$ cat src/rtl/stk_alu_pkg.sv
// Package: shared operation codes and helpers for the stack arithmetic unit.
// Assumes: operation codes 13..15 are unused and must produce zero.
package stk_alu_pkg;

    typedef enum logic [3:0] {
        OP_INC = 4'd0,
        OP_ADD = 4'd1,
        OP_SUB = 4'd2,
        OP_MUL = 4'd3,
        OP_DIV = 4'd4,
        OP_AND = 4'd5,
        OP_OR  = 4'd6,
        OP_XOR = 4'd7,
        OP_EQ  = 4'd8,
        OP_NE  = 4'd9,
        OP_GT  = 4'd10,
        OP_LT  = 4'd11,
        OP_SHF = 4'd12
    } alu_op_e;

    // Highest defined code; anything above is treated as unused.
    localparam logic [3:0] OP_LAST = 4'd12;

    // True for the four comparison codes, whose result is always one byte.
    function automatic logic is_compare(input logic [3:0] code);
        return (code >= 4'd8) && (code <= 4'd11);
    endfunction

endpackage

$ cat src/rtl/stk_alu_arith.sv
// Module: stk_alu_arith
// Computes increment, add, subtract and multiply on full-width operands.
// Assumes: the caller has already zero-extended narrow operands and will
// mask the result to the active width; low result bits depend only on
// low operand bits, so masking afterwards gives the modular result.
module stk_alu_arith #(
    parameter int DW = 16
) (
    input  logic [3:0]    op,
    input  logic [DW-1:0] a,
    input  logic [DW-1:0] b,
    output logic [DW-1:0] y
);
    import stk_alu_pkg::*;

    localparam logic [DW-1:0] ONE = DW'(1);

    logic [DW-1:0] prod;

    // Low half of the product; upper bits are discarded by the width.
    assign prod = a * b;

    // Select the arithmetic result for the requested code.
    always_comb begin
        case (op)
            OP_INC:  y = a + ONE;
            OP_ADD:  y = a + b;
            OP_SUB:  y = a - b;
            OP_MUL:  y = prod;
            default: y = '0;
        endcase
    end

endmodule

$ cat src/rtl/stk_alu_div.sv
// Module: stk_alu_div
// Unsigned restoring divider, fully unrolled, one stage per quotient bit.
// Assumes: operands are zero-extended by the caller. A zero divisor gives
// a zero quotient and the dividend as remainder, with no stall or trap.
module stk_alu_div #(
    parameter int DW = 16
) (
    input  logic [DW-1:0] dividend,
    input  logic [DW-1:0] divisor,
    output logic [DW-1:0] quotient,
    output logic [DW-1:0] remainder
);
    logic [DW-1:0] part  [0:DW];
    logic [DW-1:0] q_raw;
    logic          dvs_zero;

    assign part[0]  = '0;
    assign dvs_zero = (divisor == '0);

    // One compare-and-subtract stage per dividend bit, most significant first.
    for (genvar s = 0; s < DW; s++) begin : g_stage
        logic [DW:0] trial;
        logic        fits;
        assign trial = {part[s], dividend[DW-1-s]};
        assign fits  = (trial >= {1'b0, divisor});
        assign q_raw[DW-1-s] = fits;
        assign part[s+1] = fits ? DW'(trial - {1'b0, divisor}) : trial[DW-1:0];
    end

    // Force a zero quotient for a zero divisor instead of all ones.
    assign quotient  = dvs_zero ? '0 : q_raw;
    assign remainder = dvs_zero ? dividend : part[DW];

endmodule

$ cat src/rtl/stk_alu_logic.sv
// Module: stk_alu_logic
// Bitwise AND/OR/XOR, unsigned magnitude compare and the two-step shift.
// Assumes: operands are zero-extended when narrow; the caller masks the
// shift result to the active width so bits pushed past it are lost.
module stk_alu_logic #(
    parameter int DW     = 16,
    parameter int CTRL_W = 8
) (
    input  logic [3:0]        op,
    input  logic [DW-1:0]     a,
    input  logic [DW-1:0]     b,
    input  logic [CTRL_W-1:0] shf_ctrl,
    output logic [DW-1:0]     bits_y,
    output logic              cmp_eq,
    output logic              cmp_gt,
    output logic              cmp_lt,
    output logic [DW-1:0]     shf_y
);
    import stk_alu_pkg::*;

    localparam int NIB = CTRL_W / 2;

    logic [NIB-1:0] rsh;
    logic [NIB-1:0] lsh;
    logic [DW-1:0]  after_r;

    assign rsh = shf_ctrl[NIB-1:0];
    assign lsh = shf_ctrl[CTRL_W-1:NIB];

    // Right shift first, then left shift of the intermediate value.
    assign after_r = a >> rsh;
    assign shf_y   = after_r << lsh;

    // Unsigned magnitude relations between the deeper and top operand.
    assign cmp_eq = (a == b);
    assign cmp_gt = (a > b);
    assign cmp_lt = (a < b);

    // Select the bitwise function for the requested code.
    always_comb begin
        case (op)
            OP_AND:  bits_y = a & b;
            OP_OR:   bits_y = a | b;
            OP_XOR:  bits_y = a ^ b;
            default: bits_y = '0;
        endcase
    end

endmodule

$ cat src/rtl/stk_alu.sv
// Module: stk_alu (top)
// Single-cycle arithmetic, compare and shift unit for a stack processor.
// Operands are taken in one cycle and the result is registered on the
// same edge; out_valid marks the cycle after an accepted operation.
// Assumes: inputs are known whenever in_valid is high, and reset is held
// for at least one rising edge before the first operation.
module stk_alu #(
    parameter int DW     = 16,
    parameter int CTRL_W = 8
) (
    input  logic          clk,
    input  logic          rst_n,
    input  logic          in_valid,
    input  logic [3:0]    op_sel,
    input  logic          op_wide,
    input  logic [DW-1:0] opnd_a,
    input  logic [DW-1:0] opnd_b,
    output logic          out_valid,
    output logic [DW-1:0] result,
    output logic          result_wide
);
    import stk_alu_pkg::*;

    localparam int            HW        = DW / 2;
    localparam logic [DW-1:0] MASK_NARR = {{(DW-HW){1'b0}}, {HW{1'b1}}};
    localparam logic [DW-1:0] MASK_FULL = {DW{1'b1}};

    logic [DW-1:0] mask;
    logic [DW-1:0] a_m, b_m;
    logic [DW-1:0] arith_y, bits_y, shf_y;
    logic [DW-1:0] div_q, div_r;
    logic          cmp_eq, cmp_gt, cmp_lt;
    logic [DW-1:0] nxt_y;
    logic          nxt_wide;

    // Operand width mask and zero-extension of narrow operands.
    assign mask = op_wide ? MASK_FULL : MASK_NARR;
    assign a_m  = opnd_a & mask;
    assign b_m  = opnd_b & mask;

    stk_alu_arith #(.DW(DW)) u_arith (
        .op (op_sel),
        .a  (a_m),
        .b  (b_m),
        .y  (arith_y)
    );

    stk_alu_div #(.DW(DW)) u_div (
        .dividend  (a_m),
        .divisor   (b_m),
        .quotient  (div_q),
        .remainder (div_r)
    );

    stk_alu_logic #(.DW(DW), .CTRL_W(CTRL_W)) u_logic (
        .op       (op_sel),
        .a        (a_m),
        .b        (b_m),
        .shf_ctrl (opnd_b[CTRL_W-1:0]),
        .bits_y   (bits_y),
        .cmp_eq   (cmp_eq),
        .cmp_gt   (cmp_gt),
        .cmp_lt   (cmp_lt),
        .shf_y    (shf_y)
    );

    // Pick the unit output, mask to width and derive the result width.
    always_comb begin
        nxt_wide = 1'b0;
        case (op_sel)
            OP_INC, OP_ADD, OP_SUB, OP_MUL: nxt_y = arith_y & mask;
            OP_DIV:                         nxt_y = div_q;
            OP_AND, OP_OR, OP_XOR:          nxt_y = bits_y;
            OP_SHF:                         nxt_y = shf_y & mask;
            OP_EQ:  nxt_y = DW'(cmp_eq);
            OP_NE:  nxt_y = DW'(!cmp_eq);
            OP_GT:  nxt_y = DW'(cmp_gt);
            OP_LT:  nxt_y = DW'(cmp_lt);
            default: nxt_y = '0;
        endcase
        if (op_sel <= OP_LAST && !is_compare(op_sel))
            nxt_wide = op_wide;
    end

    // Result register: loads on in_valid, holds otherwise, clears on reset.
    always_ff @(posedge clk) begin
        if (!rst_n) begin
            out_valid   <= 1'b0;
            result      <= '0;
            result_wide <= 1'b0;
        end else begin
            out_valid <= in_valid;
            if (in_valid) begin
                result      <= nxt_y;
                result_wide <= nxt_wide;
            end
        end
    end


    rst_clear_chk: assert property (@(posedge clk)
        !rst_n |=> (!out_valid && result == '0 && !result_wide));


    valid_follow_chk: assert property (@(posedge clk) disable iff (!rst_n)
        in_valid |=> out_valid);


    hold_idle_chk: assert property (@(posedge clk) disable iff (!rst_n)
        !in_valid |=> (!out_valid && $stable(result) && $stable(result_wide)));


    div_rem_chk: assert property (@(posedge clk) disable iff (!rst_n)
        (b_m != '0) |-> (div_r < b_m));


    div_zero_chk: assert property (@(posedge clk) disable iff (!rst_n)
        (in_valid && op_sel == OP_DIV && b_m == '0) |=> (result == '0));


    cmp_byte_chk: assert property (@(posedge clk) disable iff (!rst_n)
        (in_valid && is_compare(op_sel)) |=> (result[DW-1:1] == '0 && !result_wide));


    narrow_upper_chk: assert property (@(posedge clk) disable iff (!rst_n)
        (in_valid && !op_wide) |=> (result[DW-1:HW] == '0 && !result_wide));


    unused_zero_chk: assert property (@(posedge clk) disable iff (!rst_n)
        (in_valid && op_sel > OP_LAST) |=> (result == '0 && !result_wide));

endmodule

$ cat config.mk
export PLATFORM = sky130hd
export DESIGN_NAME = stk_alu
export DESIGN_NICKNAME = d
export VERILOG_FILES = /design/src/rtl/stk_alu_pkg.sv /design/src/rtl/stk_alu_arith.sv /design/src/rtl/stk_alu_div.sv /design/src/rtl/stk_alu_logic.sv /design/src/rtl/stk_alu.sv
export SDC_FILE = /design/constraint.sdc
export NUM_CORES = 1
export LEC_CHECK = 0
export BUFFER_PORTS_ARGS = -buffer_cell sky130_fd_sc_hd__buf_2
export CAP_MARGIN = 10
export CORE_MARGIN = 2
export CORE_UTILIZATION = 45
export CTS_CLUSTER_DIAMETER = 50
export DETAILED_ROUTE_END_ITERATION = 6
export PLACE_DENSITY = 0.7
export SYNTH_ARGS = -nofsm -noshare
export SYNTH_HDL_FRONTEND = slang
export SYNTH_HIERARCHICAL = 1
export SYNTH_SLANG_ARGS = --single-unit
$ cat constraint.sdc
create_clock -name clk -period 53.1 [get_ports clk]
set_input_delay 7.965 -clock clk [delete_from_list [all_inputs] [get_ports clk]]
set_output_delay 7.965 -clock clk [all_outputs]
set_load 0.005 [all_outputs]
==> run_results.csv, run 1 <==
group,metric,value,unit
global_routing,gr-total-overflow,0,
global_routing,grt_max_degree,49,
floorplan,dieArea,0.0522,sq mm
sta,slew_headroom,0.242,
run_status,status,"finished clean",
detailed_routing,drc,0,
sta,timing.final.crit_share,0.953,
sta,hold_viol,0,
setup_path,critPathLaunchType,"primary input",
sta,min_period,50.63,ns
detailed_routing,drt_first_pass_iters,6,
setup_path,arrival,50.76,ns
detailed_routing,drt.antenna.violating_nets,0,
setup_path,path_common_cell,"o21ai_1",
placement,place_inst,3846,
clock_tree,clkTransAtPathRegs,0.05,ns
clock_tree,cts-buffers-inserted,3,
sta,setup_viol,0,
clock_tree,cts_buffer_depth,2,
detailed_routing,wire_per_inst,19.1,microns
clock_tree,clk_latency,0.25,ns
setup_path,cp_slowest_cell,"or4_1",
setup_path,path_class,"primary input to register",
synth,syn-instance-count,3076,
sta,maxSlewViolCount,0,
placement,place.gp.congestion,0.978,
clock_tree,cts_sinks,18,
setup_path,crit_required,53.24,ns
detailed_routing,drt-total-wl,74.6,mm
synth,syn_area_per_cell,7.38,sq um
floorplan,ios,58,
floorplan,initial_core_util,0.454,
final_layout,nets,3721,
setup_path,cpPeakStageDelay,0.59,ns
setup_path,path_max_fanout,17,
placement,post-place-ws,-0.775,ns
detailed_routing,vias_per_cell,6.05,
clock_tree,cts_root_buf,"clkbuf_16",
global_routing,grt.total_usage,0.272,
final_layout,drive_above_1_share,0.161,
flow_run,max-cap-violations,0,
placement,portBuffers,57,
clock_tree,h-tree-depth,1,
floorplan,num_rows,82,
floorplan,die_h,229,microns
synth,yosysWarnings,6,
final_layout,fin_cells,3904,
detailed_routing,vias,23600,
detailed_routing,drtIter0Drc,2086,
floorplan,die_x,229,microns
hold_path,hp-class,"register to register",
floorplan,core_area,0.0500,sq mm
global_routing,grt_pass1_vias,22400,
sta,fmax,19.8,MHz
placement,hpwl,55.4,mm
setup_path,critPathCaptureType,"register",
sta,skew,0,ns
global_routing,grt_pass1_wl,118,mm
final_layout,area_growth,12.8,%
sta,worstMarginPinSlew,1.13,ns
sta,worst_slack,2.47,ns
global_routing,antenna_found_initial,1,
final_layout,nFillCells,4826,
clock_tree,cts_tree,"yes",
synth,syn_nets,3565,
synth,synth_area,0.0227,sq mm
cell type report:
type / count / area, sq um / area share
inverters: 315 / 1180 / 0.0462
diodes: 1 / 2.50 / 0.0000978
multi-input cells: 2634 / 21200 / 0.828
repair buffers: 260 / 1920 / 0.0748
well taps: 672 / 841 / 0.0328
flip-flops and latches: 18 / 360 / 0.0141
clock buffers: 4 / 88.8 / 0.00347
what timing repair did:
| action | CTS | global route |
|---|---|---|
| cloned | 0 | 2 |
| setup buffers | 4 | 47 |
| gates resized for setup | 17 | 139 |
| setup endpoints to repair | 1 | 2 |
| hold buffers | 0 | 0 |
| pin swaps | 4 | 74 |
flip-flops by register name, indices dropped and copies added, names as in the netlist:
register	count
result	16
out_valid	1
result_wide	1
per-stage QoR:
step           hold WS [ns]  setup TNS [ns]  instance area, sq um  utilization
2_1_floorplan         0.446               0                 22900            -
3_3_place_gp          0.437               0                 24600        0.492
3_5_place_dp          0.451          -0.775                 24600        0.492
4_1_cts               0.458               0                 24800        0.496
5_1_grt               0.489          -0.522                 25600        0.512
6_report              0.455               0                 25600        0.512
cells in the final DEF, fill, tap and decap left out, types with 13 or more instances in the layout:
| master | instances |
|---|---|
| ha_1 | 349 |
| inv_1 | 313 |
| nand2_1 | 266 |
| nor2_1 | 193 |
| buf_4 | 192 |
| o21ai_0 | 167 |
| a21oi_1 | 166 |
| xnor2_1 | 114 |
| and2_1 | 109 |
| mux2_2 | 105 |
| fa_1 | 95 |
| nor3_1 | 73 |
| nor2b_1 | 68 |
| xor2_1 | 68 |
| a21o_1 | 62 |
| mux2i_1 | 56 |
| buf_2 | 55 |
| nand2b_1 | 54 |
| nand4_1 | 51 |
| nand3_1 | 43 |
| o21ai_1 | 39 |
| o21a_1 | 30 |
| o22ai_1 | 29 |
| a22oi_1 | 25 |
| a211oi_1 | 23 |
| nor4_1 | 20 |
| and3_1 | 19 |
| a221o_1 | 18 |
| a21boi_0 | 18 |
| dfxtp_1 | 18 |
| o31ai_1 | 16 |
| a31oi_1 | 15 |
| a221oi_1 | 14 |
| o21bai_1 | 14 |
| a21oi_2 | 13 |
| a21boi_1 | 13 |
layer usage:
layer  share of wire  vias up  track usage
met3           0.075      152       0.0298
met4           0.030        2       0.0776
li1                -    11300            -
met5         0.00017        -            0
met1            0.43    11200        0.365
met2            0.46      960        0.458
critical path: cells and delay by family:
family                   cells  cell delay (ns)
AND/OR/NAND/NOR             59             8.25
adder cells (fa/ha/maj)     15             4.24
buffers and inverters       19             2.52
AO/OA/AOI/OAI              149            25.34
multiplexers                 8             2.34
worst paths after layout:
check | from | end | slack [ns] | depth (start not counted)
max | op_wide | result[0] | 2.47 | 250
min | result[15] | result[15] | 0.45 | 2
max reg2reg | result[0] | result[0] | 52.08 | 3
min reg2reg | result[15] | result[15] | 0.45 | 2
Power of run 1 is not shown: default switching activity piles up to over one toggle a cycle in this logic, so the estimate is an artifact.
==> run 2: changes to the inputs <==
--- a/config.mk
+++ b/config.mk
@@ -12,6 +12,7 @@
 export CTS_CLUSTER_DIAMETER = 50
 export DETAILED_ROUTE_END_ITERATION = 6
 export PLACE_DENSITY = 0.7
+export RECOVER_POWER = 100
 export SYNTH_ARGS = -nofsm -noshare
 export SYNTH_HDL_FRONTEND = slang
 export SYNTH_HIERARCHICAL = 1
==> run_results.csv, run 2 (synthesized netlist as in run 1, its figures left out) <==
group,metric,value,unit
run_status,status,"finished, violations left",
run_status,violations,"max-capacitance violations, max-slew violations",
hold_path,hold_path_end,"result[8]",
floorplan,ios,58,
setup_path,reg2reg_from,"result[0]",
detailed_routing,drt-total-wl,74.6,mm
sta,maxSlewViolCount,34,
floorplan,num_rows,82,
sta,timing.final.crit_share,0.955,
setup_path,critPathCaptureType,"register",
floorplan,die_h,229,microns
final_layout,mostFrequentLayoutCell,"ha_1",
setup_path,cpPeakStageDelay,0.59,ns
hold_path,hold_depth,2,
placement,portBuffers,57,
final_layout,design_area,0.0256,sq mm
final_layout,regMostFlops,"result",
hold_path,min-delay-start,"result[8]",
setup_path,critPathLaunchType,"primary input",
clock_tree,cts_tree,"yes",
final_layout,reg_top3,"result x16, out_valid x1, result_wide x1",
setup_path,cp_slowest_cell,"or4_1",
sta,setup_viol,0,
flow_run,max-cap-violations,1,
final_layout,area_growth,12.8,%
setup_path,path_delay_family,"compound AO/OA/AOI/OAI gates",
setup_path,path_max_fanout,17,
setup_path,arrival,50.83,ns
sta,worstMarginPinSlew,2.12,ns
placement,post-place-ws,-0.775,ns
global_routing,grt_pass1_vias,22400,
setup_path,r2r_slack,52.08,ns
detailed_routing,wire_per_inst,19.1,microns
global_routing,antenna_found_initial,1,
floorplan,dieArea,0.0522,sq mm
sta,finalSetupTns,0,ns
placement,hpwl,55.4,mm
global_routing,grt_pass1_wl,118,mm
setup_path,crit_required,53.24,ns
global_routing,grt.total_usage,0.272,
clock_tree,clk_latency,0.25,ns
floorplan,core_area,0.0500,sq mm
setup_path,reg2reg_to,"result[0]",
detailed_routing,drt.antenna.violating_nets,0,
clock_tree,cts_root_buf,"clkbuf_16",
global_routing,grt_max_degree,49,
final_layout,nets,3721,
final_layout,mostFrequentLayoutCells,"349 x ha_1, 313 x inv_1, 266 x nand2_1",
sta,min_period,50.69,ns
clock_tree,cts_sinks,18,
final_layout,fin_cells,3904,
sta,worst_slack,2.41,ns
floorplan,die_x,229,microns
global_routing,gr-total-overflow,0,
final_layout,largest_reg_flops,16,
setup_path,path_common_cell,"o21ai_1",
setup_path,path_class,"primary input to register",
detailed_routing,drt_first_pass_iters,6,
final_layout,drive_above_1_share,0.158,
placement,place.gp.congestion,0.978,
hold_path,hp-class,"register to register",
clock_tree,cts_buffer_depth,2,
detailed_routing,drc,0,
placement,dpl_cell_area,0.0246,sq mm
sta,skew,0,ns
sta,slew_headroom,-0.413,
detailed_routing,drtIter0Drc,2021,
clock_tree,clkTransAtPathRegs,0.05,ns
clock_tree,h-tree-depth,1,
setup_path,r2r_cells,3,
floorplan,initial_core_util,0.454,
sta,fmax,19.7,MHz
placement,place_inst,3846,
clock_tree,cts-buffers-inserted,3,
detailed_routing,vias,23600,
detailed_routing,vias_per_cell,6.05,
sta,hold_viol,0,
setup_path,path_buf_inv,19,
==> run 2: cell count changes in the layout (fill, tap and decap cells not counted) <==
cell      change
o21ai_1       -1
buf_1         +2
clkbuf_1      +8
buf_2         -9
buf_4         -1
o21ai_0       +1
==> run 2: worst max path at each step <==
stage	start	end	slack [ns]	cells after the start
floorplan	op_wide	result[0]	0.01	274
global placement	op_wide	result[0]	0.49	253
detailed placement	op_wide	result[0]	-0.78	260
CTS	op_wide	result[0]	0.008	261
global route	op_wide	result[0]	-0.52	254
finish	op_wide	result[0]	2.41	250
==> run 2: timing repair <==
action,in CTS,in global routing
resized for setup,17,139
pin swaps,4,74
hold buffers,0,0
buffers inserted,4,47
gates cloned,0,2
endpoints found under the setup margin,1,2
==> run 2: cell type report <==
type                            count  area (sq um)
Fill cell                        4835         24400
Clock buffer                        4          88.8
Timing Repair Buffer              260          1900
Antenna cell                        1          2.50
Multi-Input combinational cell   2634         21200
Inverter                          315          1180
Tap cell                          672           841
Sequential cell                    18           360
==> run 2: per-stage QoR <==
stage / utilization / hold slack (ns)
2_1_floorplan: - / 0.446
3_3_place_gp: 0.492 / 0.437
3_5_place_dp: 0.492 / 0.451
4_1_cts: 0.496 / 0.458
5_1_grt: 0.512 / 0.492
6_report: 0.512 / 0.456
==> run 2: per-layer routing <==
metal	vias to the layer above	GRT usage	wire length, microns
met4	2	0.0776	2290
met2	989	0.458	34300
met5	-	0	13
met3	161	0.0298	5640
li1	11300	-	-
met1	11200	0.365	32400
==> run 2: worst reg2reg max path: stages, from the launching register on <==
cell and delay [ns]:
dfxtp_1 0.33, or2b_1 0.16, o211ai_2 0.08, o311a_1 0.34
Power of run 2 is left out for the same reason.
==> run 3: changes to the inputs <==
--- a/config.mk
+++ b/config.mk
@@ -5,6 +5,7 @@
 export SDC_FILE = /design/constraint.sdc
 export NUM_CORES = 1
 export LEC_CHECK = 0
+export ABC_AREA = 1
 export BUFFER_PORTS_ARGS = -buffer_cell sky130_fd_sc_hd__buf_2
 export CAP_MARGIN = 10
 export CORE_MARGIN = 2
==> run_results.csv, run 3 <==
group,metric,value,unit
run_status,status,"finished, violations left",
run_status,violations,"design-rule violations",
detailed_routing,vias_per_cell,5.49,
setup_path,reg2reg_from,"result[0]",
hold_path,hold_path_end,"result[5]",
clock_tree,cts_buffer_depth,2,
placement,post-place-ws,1.06,ns
sta,maxSlewViolCount,0,
final_layout,regMostFlops,"result",
detailed_routing,drt.antenna.violating_nets,0,
sta,worstMarginPinSlew,0.972,ns
hold_path,min-delay-start,"result[5]",
setup_path,r2r_slack,52.44,ns
final_layout,nets,4471,
placement,hpwl,60.7,mm
floorplan,die_x,234,microns
sta,fmax,20.4,MHz
clock_tree,cts_tree,"yes",
detailed_routing,wire_per_inst,17.3,microns
hold_path,hp-class,"register to register",
sta,min_period,49.04,ns
final_layout,mostFrequentLayoutCells,"1,162 x nand2_1, 716 x inv_1, 354 x ha_1",
final_layout,mostFrequentLayoutCell,"nand2_1",
detailed_routing,vias,25600,
clock_tree,cts_sinks,18,
clock_tree,clk_latency,0.25,ns
floorplan,dieArea,0.0546,sq mm
sta,finalSetupTns,0,ns
final_layout,area_growth,4.97,%
global_routing,gr-total-overflow,0,
placement,place.gp.congestion,0.957,
global_routing,antenna_found_initial,1,
setup_path,path_common_cell,"a21oi_1",
synth,syn_area_per_cell,5.99,sq um
setup_path,critPathLaunchType,"primary input",
floorplan,ios,58,
setup_path,critPathCaptureType,"register",
floorplan,die_h,234,microns
clock_tree,h-tree-depth,1,
floorplan,core_area,0.0523,sq mm
floorplan,num_rows,84,
setup_path,arrival,49.16,ns
detailed_routing,drtIter0Drc,2690,
detailed_routing,drt-total-wl,80.6,mm
detailed_routing,drc,2,
final_layout,reg_top3,"result x16, out_valid x1, result_wide x1",
flow_run,max-cap-violations,0,
global_routing,grt_max_degree,47,
detailed_routing,drt_first_pass_iters,7,
setup_path,reg2reg_to,"result[0]",
setup_path,r2r_cells,2,
clock_tree,cts_root_buf,"clkbuf_16",
floorplan,initial_core_util,0.454,
final_layout,drive_above_1_share,0.0721,
setup_path,cp_slowest_cell,"o21ai_0",
hold_path,hold_depth,2,
clock_tree,clkTransAtPathRegs,0.05,ns
clock_tree,postCtsHoldBufs,0,
placement,portBuffers,57,
setup_path,cpPeakStageDelay,0.40,ns
sta,slew_headroom,0.351,
setup_path,crit_required,53.22,ns
sta,hold_viol,0,
global_routing,grt_pass1_wl,124,mm
global_routing,grt_pass1_vias,22700,
global_routing,grt.total_usage,0.285,
sta,timing.final.crit_share,0.924,
final_layout,diodes,0,
final_layout,largest_reg_flops,16,
synth,yosysWarnings,6,
synth,synth_area,0.0238,sq mm
setup_path,path_max_fanout,20,
sta,setup_viol,0,
sta,skew,0,ns
synth,syn-instance-count,3962,
setup_path,path_class,"primary input to register",
clock_tree,cts-buffers-inserted,3,
synth,syn_nets,4451,
sta,worst_slack,4.06,ns
run 3: critical path: cells and delay by family:
family	cells	cell delay, ns
compound gates	139	21.04
simple gates	95	10.43
fa+ha+maj	17	5.23
buf+inv	43	4.46
run 3: final cells by class:
type	instances	area, sq um
clock buffer	4	88.8
multi-input combinational	3099	20100
inverter	747	2830
sequential	18	360
timing repair buffer	112	687
timing repair inverter	1	5.00
tap	688	861
fill	5526	27400
run 3: layer usage:
layer  routed length, microns  global-route usage  vias up
li1                         -                   -    12800
met1                    37600               0.422    11600
met2                    33100               0.435     1118
met3                     7820              0.0401      118
met4                     1970              0.0639        2
met5                       10                   0        -
run 3: through the flow:
stage	utilization	cells	hold WS [ns]	area [sq um]
after floorplan	-	3962	0.462	23800
after global placement	0.469	4637	0.449	24500
after detailed placement	0.469	4637	0.455	24500
after CTS	0.470	4641	0.463	24600
after global routing	0.476	4669	0.487	24900
final	0.476	4669	0.465	24900
run 3: worst max path at each step:
stage,startpoint,slack (ns),cells after the start,to
6_report,op_wide,4.06,294,result[0]
5_1_grt,op_wide,-0.13,298,result[0]
4_1_cts,op_wide,1.17,293,result[0]
3_5_place_dp,op_wide,1.06,293,result[0]
3_3_place_gp,op_wide,2.55,289,result[0]
2_1_floorplan,op_wide,5.36,317,result[0]
run 3: timing repair:
item                                    in CTS  in global routing
resized for setup                            0                 38
buffers inserted                             0                 19
endpoints found under the setup margin       0                  2
Power of run 3 is left out for the same reason.
